===== config.mk =====
export PLATFORM = sky130hd
export DESIGN_NAME = sign_plane_unit
export DESIGN_NICKNAME = d
export VERILOG_FILES = /design/src/rtl/sign_plane_pkg.sv /design/src/rtl/lane_sign_expand.sv /design/src/rtl/lane_shift_right.sv /design/src/rtl/planar_packer.sv /design/src/rtl/sign_plane_unit.sv
export SDC_FILE = /design/constraint.sdc
export NUM_CORES = 1
export LEC_CHECK = 0
export BUFFER_PORTS_ARGS = -buffer_cell sky130_fd_sc_hd__buf_2
export CORE_AREA = 2 2 134 136
export CTS_CLUSTER_DIAMETER = 100
export DETAILED_ROUTE_END_ITERATION = 12
export DIE_AREA = 0 0 136 138
export MAX_ROUTING_LAYER = met4
export PLACE_DENSITY = 0.54
export SETUP_SLACK_MARGIN = 0.02
export SYNTH_ARGS = -nofsm -noshare
export SYNTH_HDL_FRONTEND = slang
export SYNTH_SLANG_ARGS = --single-unit

===== constraint.sdc =====
create_clock -name clk -period 1.9 [get_ports clk]
set_input_delay 0.57 -clock clk [delete_from_list [all_inputs] [get_ports clk]]
set_output_delay 0.57 -clock clk [all_outputs]
set_load 0.01 [all_outputs]

===== src/rtl/sign_plane_pkg.sv =====
package sign_plane_pkg;
   typedef enum logic {
      FILL_SIGN_ONLY = 1'b0,
      FILL_WHOLE     = 1'b1
   } fill_mode_e;

   localparam int unsigned DEF_LANES     = 16;
   localparam int unsigned DEF_LANE_W    = 8;
   localparam int unsigned DEF_PIX_LANES = 8;
endpackage


===== src/rtl/lane_sign_expand.sv =====
module lane_sign_expand
   import sign_plane_pkg::*;
#(
   parameter int unsigned LANES  = DEF_LANES,
   parameter int unsigned LANE_W = DEF_LANE_W,
   localparam int unsigned VEC_W = LANES * LANE_W
) (
   input  logic [LANES-1:0] mask,
   input  logic [VEC_W-1:0] vec_in,
   input  fill_mode_e       mode,
   output logic [VEC_W-1:0] vec_out
);
   if (LANE_W < 2) begin : g_bad_width
      $error("lane_sign_expand: LANE_W must be at least 2");
   end

   for (genvar i = 0; i < LANES; i++) begin : g_lane
      logic [LANE_W-1:0] lane_in;
      logic [LANE_W-1:0] lane_out;
      assign lane_in = vec_in[i*LANE_W +: LANE_W];
      always_comb begin
         if (mode == FILL_WHOLE) begin
            lane_out = {LANE_W{mask[i]}};
         end else begin
            lane_out = {mask[i], lane_in[LANE_W-2:0]};
         end
      end
      assign vec_out[i*LANE_W +: LANE_W] = lane_out;
   end
endmodule


===== src/rtl/lane_shift_right.sv =====
module lane_shift_right #(
   parameter int unsigned LANES  = 8,
   parameter int unsigned LANE_W = 8,
   localparam int unsigned VEC_W = LANES * LANE_W
) (
   input  logic [VEC_W-1:0] vec_in,
   output logic [VEC_W-1:0] vec_out
);
   for (genvar i = 0; i < LANES; i++) begin : g_lane
      assign vec_out[i*LANE_W +: LANE_W] = {1'b0, vec_in[i*LANE_W+1 +: LANE_W-1]};
   end
endmodule


===== src/rtl/planar_packer.sv =====
module planar_packer
   import sign_plane_pkg::*;
#(
   parameter int unsigned PIX_LANES = DEF_PIX_LANES,
   parameter int unsigned LANE_W    = DEF_LANE_W,
   localparam int unsigned PLANES   = LANE_W,
   localparam int unsigned PIX_W    = PIX_LANES * LANE_W,
   localparam int unsigned CNT_W    = (PLANES > 1) ? $clog2(PLANES) : 1
) (
   input  logic                 clk,
   input  logic                 rst_n,
   input  logic                 start,
   input  logic                 valid,
   input  logic [PIX_LANES-1:0] plane,
   output logic                 done,
   output logic [PIX_W-1:0]     pixels
);
   localparam logic [CNT_W-1:0] LAST = CNT_W'(PLANES - 1);

   if (PLANES < 2) begin : g_bad_planes
      $error("planar_packer: need at least two planes");
   end

   logic [PIX_W-1:0] acc;
   logic [PIX_W-1:0] inserted;
   logic [PIX_W-1:0] shifted;
   logic [CNT_W-1:0] step;
   logic             busy;
   logic             take;

   lane_sign_expand #(
      .LANES  (PIX_LANES),
      .LANE_W (LANE_W)
   ) u_insert (
      .mask    (plane),
      .vec_in  (acc),
      .mode    (FILL_SIGN_ONLY),
      .vec_out (inserted)
   );

   lane_shift_right #(
      .LANES  (PIX_LANES),
      .LANE_W (LANE_W)
   ) u_shift (
      .vec_in  (inserted),
      .vec_out (shifted)
   );

   assign take = busy && valid && !start;

   always_ff @(posedge clk) begin
      if (!rst_n) begin
         acc  <= '0;
         step <= '0;
         busy <= 1'b0;
         done <= 1'b0;
      end else begin
         done <= 1'b0;
         if (start) begin
            acc  <= '0;
            step <= '0;
            busy <= 1'b1;
         end else if (take) begin
            if (step == LAST) begin
               acc  <= inserted;
               step <= '0;
               busy <= 1'b0;
               done <= 1'b1;
            end else begin
               acc  <= shifted;
               step <= step + 1'b1;
            end
         end
      end
   end

   assign pixels = acc;

   assert_done_single_R7: assert property (@(posedge clk) disable iff (!rst_n)
      done |=> !done);

   assert_done_after_last_R7: assert property (@(posedge clk) disable iff (!rst_n)
      (take && step == LAST) |=> (done && !busy));

   assert_hold_R8: assert property (@(posedge clk) disable iff (!rst_n)
      (!start && !take) |=> $stable(acc));

   assert_clear_on_start_R4: assert property (@(posedge clk) disable iff (!rst_n)
      start |=> (acc == '0 && busy && step == '0));

   assert_no_take_on_start_R9: assert property (@(posedge clk) disable iff (!rst_n)
      start |=> !done);

   assert_step_bound_R6: assert property (@(posedge clk) disable iff (!rst_n)
      (!take && !start) |=> $stable(step));
endmodule


===== src/rtl/sign_plane_unit.sv =====
module sign_plane_unit
   import sign_plane_pkg::*;
#(
   parameter int unsigned LANES     = DEF_LANES,
   parameter int unsigned LANE_W    = DEF_LANE_W,
   parameter int unsigned PIX_LANES = DEF_PIX_LANES,
   localparam int unsigned VEC_W    = LANES * LANE_W,
   localparam int unsigned PIX_W    = PIX_LANES * LANE_W
) (
   input  logic                 clk,
   input  logic                 rst_n,
   input  logic [LANES-1:0]     op_mask,
   input  logic [VEC_W-1:0]     op_vec_in,
   input  logic                 op_fill,
   output logic [VEC_W-1:0]     op_vec_out,
   input  logic                 pl_start,
   input  logic                 pl_valid,
   input  logic [PIX_LANES-1:0] pl_byte,
   output logic                 pl_done,
   output logic [PIX_W-1:0]     pl_pixels
);
   if (PIX_LANES > LANES) begin : g_bad_pix
      $error("sign_plane_unit: PIX_LANES must not exceed LANES");
   end

   fill_mode_e op_mode;
   assign op_mode = fill_mode_e'(op_fill);

   lane_sign_expand #(
      .LANES  (LANES),
      .LANE_W (LANE_W)
   ) u_expand (
      .mask    (op_mask),
      .vec_in  (op_vec_in),
      .mode    (op_mode),
      .vec_out (op_vec_out)
   );

   planar_packer #(
      .PIX_LANES (PIX_LANES),
      .LANE_W    (LANE_W)
   ) u_packer (
      .clk    (clk),
      .rst_n  (rst_n),
      .start  (pl_start),
      .valid  (pl_valid),
      .plane  (pl_byte),
      .done   (pl_done),
      .pixels (pl_pixels)
   );

   function automatic logic [LANES-1:0] sign_bits(input logic [VEC_W-1:0] v);
      for (int i = 0; i < LANES; i++) sign_bits[i] = v[i*LANE_W + LANE_W - 1];
   endfunction

   function automatic logic low_bits_match(input logic [VEC_W-1:0] a, input logic [VEC_W-1:0] b);
      low_bits_match = 1'b1;
      for (int i = 0; i < LANES; i++) begin
         if (a[i*LANE_W +: LANE_W-1] != b[i*LANE_W +: LANE_W-1]) low_bits_match = 1'b0;
      end
   endfunction

   assert_sign_from_mask_R1: assert property (@(posedge clk) disable iff (!rst_n)
      sign_bits(op_vec_out) == op_mask);

   assert_keep_low_bits_R2: assert property (@(posedge clk) disable iff (!rst_n)
      !op_fill |-> low_bits_match(op_vec_out, op_vec_in));
endmodule


==> results of run 1 <==
==> stage by stage <==
stage	setup TNS, ps	util	power (mW)
2_1_floorplan	0	-	1.91
3_3_place_gp	-5860	0.343	2.37
3_5_place_dp	-5700	0.343	2.37
4_1_cts	-38.6	0.371	4.38
5_1_grt	-323	0.383	4.59
6_report	-40.2	0.383	4.40
==> flip-flops by register name, indices dropped and copies added (netlist names) <==
| name | flops |
|---|---|
| u_packer.done | 1 |
| u_packer.pixels | 64 |
| u_packer.busy | 1 |
| u_packer.step | 3 |
==> final timing paths <==
path	slack [ps]	from	endpoint	cells past startpoint
max	-20	op_fill	op_vec_out[64]	4
min	480	u_packer.pixels[56]	u_packer.pixels[56]	2
max reg2reg	330	u_packer.step[0]	u_packer.pixels[35]	5
min reg2reg	480	u_packer.pixels[56]	u_packer.pixels[56]	2
==> what timing repair did <==
item                                    in CTS  in global routing
gates resized for setup                     49                 91
endpoints found under the setup margin     108                 95
cloned                                       3                  1
endpoints found under the hold margin        0                  0
pin swaps                                    1                  0
==> power breakdown <==
part / switching, mW / internal, mW / total (mW) / leakage, nW
registers: 0.00601 / 1.45 / 1.46 / 0.556
logic: 0.554 / 0.450 / 1.00 / 3.14
clock network: 0.617 / 1.32 / 1.93 / 0.167
==> Yosys cell counts (2+ instances only) <==
cell         n  area, sq um
o21ai_0    112          561
inv_1      112          420
nand2_1     16         60.1
a21bo_2     11          110
dfxtp_1     69         1380
buf_6        5         56.3
nand3b_1    64          480
buf_4       19          143
clkbuf_1    19         71.3
a21oi_1     11         55.1
ha_1         3         37.5
nand4_1      8         50.1
nand3_1      2         10.0
nand4bb_1    2         22.5
mux2i_1     56          561
buf_2       14         70.1
==> final cells by class <==
| type | count | area (sq um) | area share |
|---|---|---|---|
| Clock inverter | 4 | 95.1 | 0.0142 |
| Tap cell | 229 | 287 | 0.0427 |
| Sequential cell | 69 | 1380 | 0.206 |
| Clock buffer | 12 | 246 | 0.0367 |
| Multi-Input combinational cell | 291 | 2180 | 0.324 |
| Antenna cell | 3 | 7.51 | 0.00112 |
| Timing Repair Buffer | 361 | 2100 | 0.313 |
| Inverter | 112 | 420 | 0.0626 |
==> worst max-delay path, cell delays in order <==
cell	delay [ps]
buf_12	130
clkbuf_16	170
o21ai_0	270
buf_2	190
==> logic make-up (layout without fill, tap and decap cells) <==
logic type,Yosys count,count (layout),synth area share
adder cells (fa/ha/maj),3,3,0.00907
multiplexers,56,56,0.135
AND/OR/NAND/NOR,96,96,0.158
buffers and inverters,170,489,0.185
AO/OA/AOI/OAI,136,136,0.179
flip-flops,69,69,0.334
other,0,3,0
==> per-layer routing <==
layer / wire length (um) / GRT usage / vias up / share of wire
met5: 0 / - / - / 0
li1: - / - / 2374 / -
met2: 8810 / 0.311 / 194 / 0.48
met1: 7750 / 0.227 / 2210 / 0.42
met4: 477 / 0.0630 / 0 / 0.026
met3: 1410 / 0.0425 / 30 / 0.076
==> placed cells by master, fill, tap and decap left out, types with 2 or more instances in the layout <==
cell       count
buf_2        330
nand2_4        4
clkbuf_16     10
a21oi_1       11
o21ai_0       36
buf_12         7
dfxtp_1       69
o21ai_2       30
mux2i_1       56
bufinv_16      3
buf_4         14
diode_2        3
o21ai_1       46
bufbuf_16      2
nand3_1        2
clkbuf_1       2
nand2_1        2
ha_1           3
nand3b_1      64
a21bo_2       11
nand2_2       10
buf_16         2
nand4_1        8
buf_6          5
inv_1        112
==> flow_summary.ini, run 1 <==
[placement]
postPlaceCellArea_sq_um = 6020
dp_cells = 1058
place.port_buffers = 333
place_ws_ps = -153
gp_congestion = 0.893
hpwl_mm = 14.3

[clock_tree]
htreeDepth = 3
cts.path.max_buffers = 2
insertion_delay_ps = 330
cts-root-buf = clkbuf_16
cts_setup_buffers = 0
cts_buffers = 9
clk_pin_slew_ps = 50
ctsHoldBuffers = 0
cts_tree = done
clkSinkCount = 69

[timing]
post-route-period-util = 1.01
rsz0062_at_grt = true
final-setup-viol-count = 3
hold_ws_ps = 484
fin_worst_skew_ps = 11.5
worst_pin_slew_ps = 384
slew_viol_final = 0
period_needed_ps = 1920
hold_violations = 0
max_slew_margin = 0.744
fin_ws_ps = -18.1
fmax_mhz = 521

[final_layout]
fillers = 1916
design_area_sq_um = 6710
nets = 1004
fin_cells = 1081
areaGrowthSynthToFinish_pct = 62.2
layout-drive-gt1-share = 0.508

[global_route]
grt_overflow = 0
antenna_found_initial = 3
grt.total_usage = 0.189
grt_pass1_vias = 4570
grt_pass1_wl_mm = 26.7
grt_max_degree = 46

[status]
outcome = complete, but fails checks
violations = negative setup slack

[synthesis]
yosys_warnings = 0
synth_edf_count = 0
synth-seq-area-share = 0.334
synthCells = 530
ys.flop_type = dfxtp_1
synth-seq-cells = 69
synth_nets = 690
synth_area_sq_um = 4140
syn_area_per_cell_sq_um = 7.81
synthArstFlopShare = 0
ys_types = 23

[drt]
firstDrtPassIters = 4
drt_iter0_markers = 216
routed_via_density = 4.45
drc = 0
routedWlPerCell_um = 17.1
routed_wl_mm = 18.4
ant_nets = 0
vias = 4808

[pwr]
irDropWorstVdd_uv = 565
power_leakage_nw = 3.87
power-per-cell-area_nw_per_um2 = 655

[worst_setup_path]
crit_path_start_kind = input pin
path_class = in -> out
arrival_ps = 1350
worst_setup_path_end_kind = output port
crit_path_max_fanout = 13
required_ps = 1330

[run]
maxCapViolCount = 0

[floorplan]
core_sq_um = 17500
pin_count = 350
start_util = 0.236
rows = 49
die_y_um = 138
die_x_um = 136
die-area_sq_um = 18800

[worst_hold_path]
hp-class = reg -> reg
(Power assumes the default switching activity.)
==> run 2, diff against run 1 <==
Settings changed: CORE_AREA 2 2 134 136 to 2 2 135 137, DIE_AREA 0 0 136 138 to 0 0 137 139, PLACE_DENSITY 0.54 to 0.67, SYNTH_HIERARCHICAL set to 1.
==> run 2 against run 1 <==
Die area grew 1.5%. Wire length grew 39%. Via count grew 17%. Synthesized area grew 51%. Critical path depth is the same. Utilization grew 12 points. Clock skew shrank 2.6 ps. First-iteration DRC count grew 2.8%. Highest routed layer unchanged. The run still ends with negative setup slack left. Largest power group unchanged. Hold slack gained 5.4 ps.
==> flow_summary.ini, run 2 <==
[status]
outcome = complete, but fails checks
violations = negative setup slack

[synthesis]
synthCells = 593
synthMostInstantiatedCell = mux2_2
ys_types = 23
synth-seq-cells = 69
ys_top_cells_by_count = 128 x mux2_2, 92 x buf_4, 69 x dfxtp_1
synth-seq-area-share = 0.220
synth_edf_count = 0
yosys_warnings = 6
synthArstFlopShare = 0
syn_area_per_cell_sq_um = 10.6
synth_top_area_frac = 0.230
synth_area_sq_um = 6260
yosys.area.top_type = mux2_2
synth.top_cells.by_area = mux2_2 23%, dfxtp_1 22%, buf_4 11%
ys.flop_type = dfxtp_1

[global_route]
grt_max_degree = 73
grt_pass1_wl_mm = 34.1
antenna_found_initial = 6
grt_pass1_vias = 5297
grt.total_usage = 0.248
grt_overflow = 0

[worst_hold_path]
hp-class = in -> reg

[final_layout]
fillers = 1574
mostFrequentLayoutCells = 240 x buf_2, 127 x mux2_4, 93 x buf_6, 68 x dfxtp_1, 67 x a21oi_1
largest_register_ffs = 64
layout-drive-gt1-share = 0.689
areaGrowthSynthToFinish_pct = 42.6
final_core_util = 0.506
nets = 987
layout_commonest_cell = buf_2

[timing]
period_needed_ps = 1920
rsz0062_at_grt = true
fin_worst_skew_ps = 8.86
fin_ws_ps = -24.0
slew_viol_final = 0
fmax_mhz = 520
hold_ws_ps = 489
final-setup-viol-count = 19
post-route-period-util = 1.01
worst_pin_slew_ps = 898
hold_violations = 0
max_slew_margin = 0.401
finalSetupTns_ps = -177

[clock_tree]
cts_tree = done
clkSinkCount = 69
cts_buffers = 9
insertion_delay_ps = 330
clk_pin_slew_ps = 60
cts.path.max_buffers = 2
cts-root-buf = clkbuf_16
htreeDepth = 3

[worst_setup_path]
path_class = in -> out
cp_cell_sequence = buf_16, buf_16, mux2_2, buf_6
required_ps = 1330
worst_setup_path_end_kind = output port
crit_top_cell = buf_16
arrival_ps = 1350
critPathSlowestCell = mux2_2
rrSetupSlack_ps = 270
crit_path_max_fanout = 8
max_stage_delay_ps = 350
crit_path_start_kind = input pin

[drt]
firstDrtPassIters = 4
routedWlPerCell_um = 24.1
routed_wl_mm = 25.7
ant_nets = 0
drc = 0
drt_iter0_markers = 222
routed_via_density = 5.25
vias = 5604

[pwr]
irDropWorstVdd_uv = 482
power_leakage_nw = 4.09
power-per-cell-area_nw_per_um2 = 587
power_mw = 5.24

[floorplan]
die_x_um = 137
die_y_um = 139
pin_count = 350
die-area_sq_um = 19000
rows = 49
start_util = 0.355
core_sq_um = 17700

[placement]
place.port_buffers = 333
hpwl_mm = 18.3
gp_congestion = 0.880

[run]
maxCapViolCount = 0
run 2: cell types whose count changed after synthesis, moves of 16 or more:
cell      delta
o21ai_0    -112
inv_1      -112
buf_4       +73
a21oi_1     +56
nand2_1     -16
a211oi_2    +22
nand3b_1    -64
buf_6       +17
a211oi_1    +42
mux2_4      +40
mux2_2     +128
run 2: through the flow:
step / std cells / setup WS [ps] / area, sq um
floorplan: 601 / 83.8 / 6290
global placement: 1034 / -159 / 7320
detailed placement: 1034 / -159 / 7320
CTS: 1054 / -19.7 / 8270
global route: 1067 / -42.3 / 8930
finish: 1067 / -24.0 / 8930
run 2: worst paths after layout:
check                 startpoint                  end  cells after the start
min reg2reg  u_packer/pixels[15]  u_packer/pixels[15]                      2
max                      op_fill       op_vec_out[17]                      4
max reg2reg     u_packer/step[0]   u_packer/pixels[0]                      5
min                     pl_start        u_packer/busy                      2
run 2: cell type report:
| type | instances | area, sq um | area share |
|---|---|---|---|
| clock buffers | 12 | 267 | 0.0298 |
| clock inverters | 3 | 67.6 | 0.00756 |
| flip-flops and latches | 69 | 1380 | 0.155 |
| repair buffers | 361 | 2810 | 0.315 |
| diodes | 6 | 15.0 | 0.00168 |
| multi-input cells | 387 | 4100 | 0.459 |
| well taps | 229 | 287 | 0.0321 |
run 2: logic make-up after synthesis:
family	count (synthesis)	synth area share
flops	69	0.220
other cells	2	0.00120
compound gates	136	0.155
simple gates	7	0.00719
buf+inv	145	0.184
mux	232	0.428
fa+ha+maj	2	0.00399
run 2: routing by layer:
metal	wire length, um	up-vias	track usage
li1	-	2564	-
met1	11300	2795	0.336
met2	11600	224	0.380
met3	2360	21	0.0548
met4	468	0	0.0440
met5	0	-	-
run 2: report_power, final:
group | internal, mW | total [mW] | leakage [nW] | switching, mW
Combinational | 0.981 | 1.85 | 3.36 | 0.867
Clock | 1.25 | 1.88 | 0.161 | 0.627
Sequential | 1.49 | 1.52 | 0.560 | 0.0296
Total | 3.72 | 5.24 | 4.09 | 1.52
run 2: repair_timing:
item	in CTS	in global routing
cloned	5	7
buffers inserted	0	0
endpoints found under the setup margin	112	94
hold buffers	0	0
resized for setup	93	109
run 2: critical path: cells and delay by family:
family / cells / cell delay (ps)
buf+inv: 3 / 420
mux: 1 / 350
==> run 3, diff against run 2 <==
Settings changed: GPL_TIMING_DRIVEN set to 0.
==> run 3 against run 2 <==
The run still ends with negative setup slack left. Register-to-register slack better by 30 ps. Final area is 6.3% higher. Sequential cell count stayed put. Critical path type unchanged. Largest power group is now combinational logic. Highest routed layer unchanged.
==> flow_summary.ini, run 3 (synthesis gave the netlist of run 2 again) <==
[drt]
drc = 0
vias = 5905
routed_via_density = 4.96
drt_iter0_markers = 189
ant_nets = 0
routed_wl_mm = 25.7
firstDrtPassIters = 4
routedWlPerCell_um = 21.6

[timing]
rsz0062_at_grt = true
period_needed_ps = 1950
fmax_mhz = 513
fin_ws_ps = -49.9
final-setup-viol-count = 40
slew_viol_final = 0
hold_violations = 0
post-route-period-util = 1.03
fin_worst_skew_ps = 11.6

[status]
violations = negative setup slack
outcome = complete, but fails checks

[clock_tree]
cts_tree = done
cts.path.max_buffers = 2
cts_buffers = 9
clkSinkCount = 69
htreeDepth = 3
ctsHoldBuffers = 0
clk_pin_slew_ps = 50
cts-root-buf = clkbuf_16
insertion_delay_ps = 340

[global_route]
grt_pass1_vias = 5753
grt_overflow = 0
grt.total_usage = 0.261
use_met3 = 0.0753
grt.busiest_layer = met2
gr-usage-met2 = 0.413
grt_pass1_wl_mm = 36.1
use_met1 = 0.326
antenna_found_initial = 5
grt_max_degree = 13

[final_layout]
areaGrowthSynthToFinish_pct = 51.6
layout_commonest_cell = buf_2
layout-drive-gt1-share = 0.711
mostFrequentLayoutCells = 271 x buf_2, 100 x mux2_4, 93 x buf_4, 84 x buf_6, 69 x dfxtp_1
design_area_sq_um = 9500
largest_register_ffs = 64
fin_cells = 1190
nets = 1112
fillers = 1590

[pwr]
power_leakage_nw = 4.46
power_mw = 5.09
power-per-cell-area_nw_per_um2 = 536
irDropWorstVdd_uv = 544

[placement]
hpwl_mm = 20.0
dp_cells = 1161
postPlaceCellArea_sq_um = 8240
place.port_buffers = 331
gp_congestion = 0.904

[worst_setup_path]
crit_path_start_kind = input pin
r2r-start = u_packer/step[0]
required_ps = 1330
timing.rr.end = u_packer/pixels[25]
crit_path_max_fanout = 5
worst_setup_path_end_kind = output port
path_class = in -> out
arrival_ps = 1380
rrSetupSlack_ps = 300
reg2regPathDepth = 7
cp-endpoint = op_vec_out[51]
critPathLaunch = op_fill

[worst_hold_path]
hp-class = in -> reg

[floorplan]
die_x_um = 137
die_y_um = 139
rows = 49
die-area_sq_um = 19000
start_util = 0.355
core_sq_um = 17700
pin_count = 350

[run]
maxCapViolCount = 0
## run 3: power by group
part           switching [mW]  internal [mW]  leakage [nW]
clock network           0.663          0.955         0.138
registers              0.0300           1.49         0.560
logic                   0.887           1.06          3.76
total                    1.58           3.51          4.46
## run 3: worst min path at each step
stage / cells past startpoint / end / slack [ps] / start
after detailed placement: 2 / u_packer/pixels[39] / 520 / u_packer/pixels[39]
after global routing: 2 / u_packer/busy / 470 / rst_n
after CTS: 2 / u_packer/busy / 470 / rst_n
after global placement: 2 / u_packer/pixels[39] / 510 / u_packer/pixels[39]
after floorplan: 2 / u_packer/step[0] / 530 / u_packer/step[0]
final: 2 / u_packer/busy / 480 / rst_n
## run 3: layout make-up
cell class / count / area, sq um / share of cell area
multi-input combinational: 387 / 3990 / 0.420
sequential: 69 / 1380 / 0.145
antenna: 3 / 7.51 / 0.000791
buffer: 144 / 1220 / 0.128
timing repair buffer: 342 / 2330 / 0.245
tap: 229 / 287 / 0.0302
clock buffer: 11 / 253 / 0.0266
clock inverter: 5 / 33.8 / 0.00356
## run 3: metrics by stage
| stage | util | setup slack [ps] | hold WS [ps] | TNS [ps] |
|---|---|---|---|---|
| after floorplan | - | 83.8 | 525 | 0 |
| after global routing | 0.538 | -64.4 | 472 | -1490 |
| after detailed placement | 0.467 | -240 | 517 | -11570 |
| final | 0.538 | -49.9 | 483 | -876 |
| after global placement | 0.467 | -242 | 511 | -11690 |
| after CTS | 0.528 | -47.3 | 469 | -1010 |
## run 3: repair_timing
| item | 4_1_cts | 5_1_grt |
|---|---|---|
| pin swaps | 0 | 0 |
| cloned | 6 | 1 |
| setup endpoints to repair | 104 | 79 |
| setup buffers | 3 | 1 |
| gates resized for setup | 127 | 32 |
## run 3: critical path, cell delays in order
cell and delay, ps:
buf_16 120, buf_12 130, buf_8 120, mux2_4 310, buf_6 120
## run 3: routing by layer
metal  part of all wire  routed length, um  vias up
met1               0.44              11300     2864
met4              0.014                354        0
met2               0.46              11900      204
met5                  0                  0        -
li1                   -                  -     2814
met3              0.082               2110       23
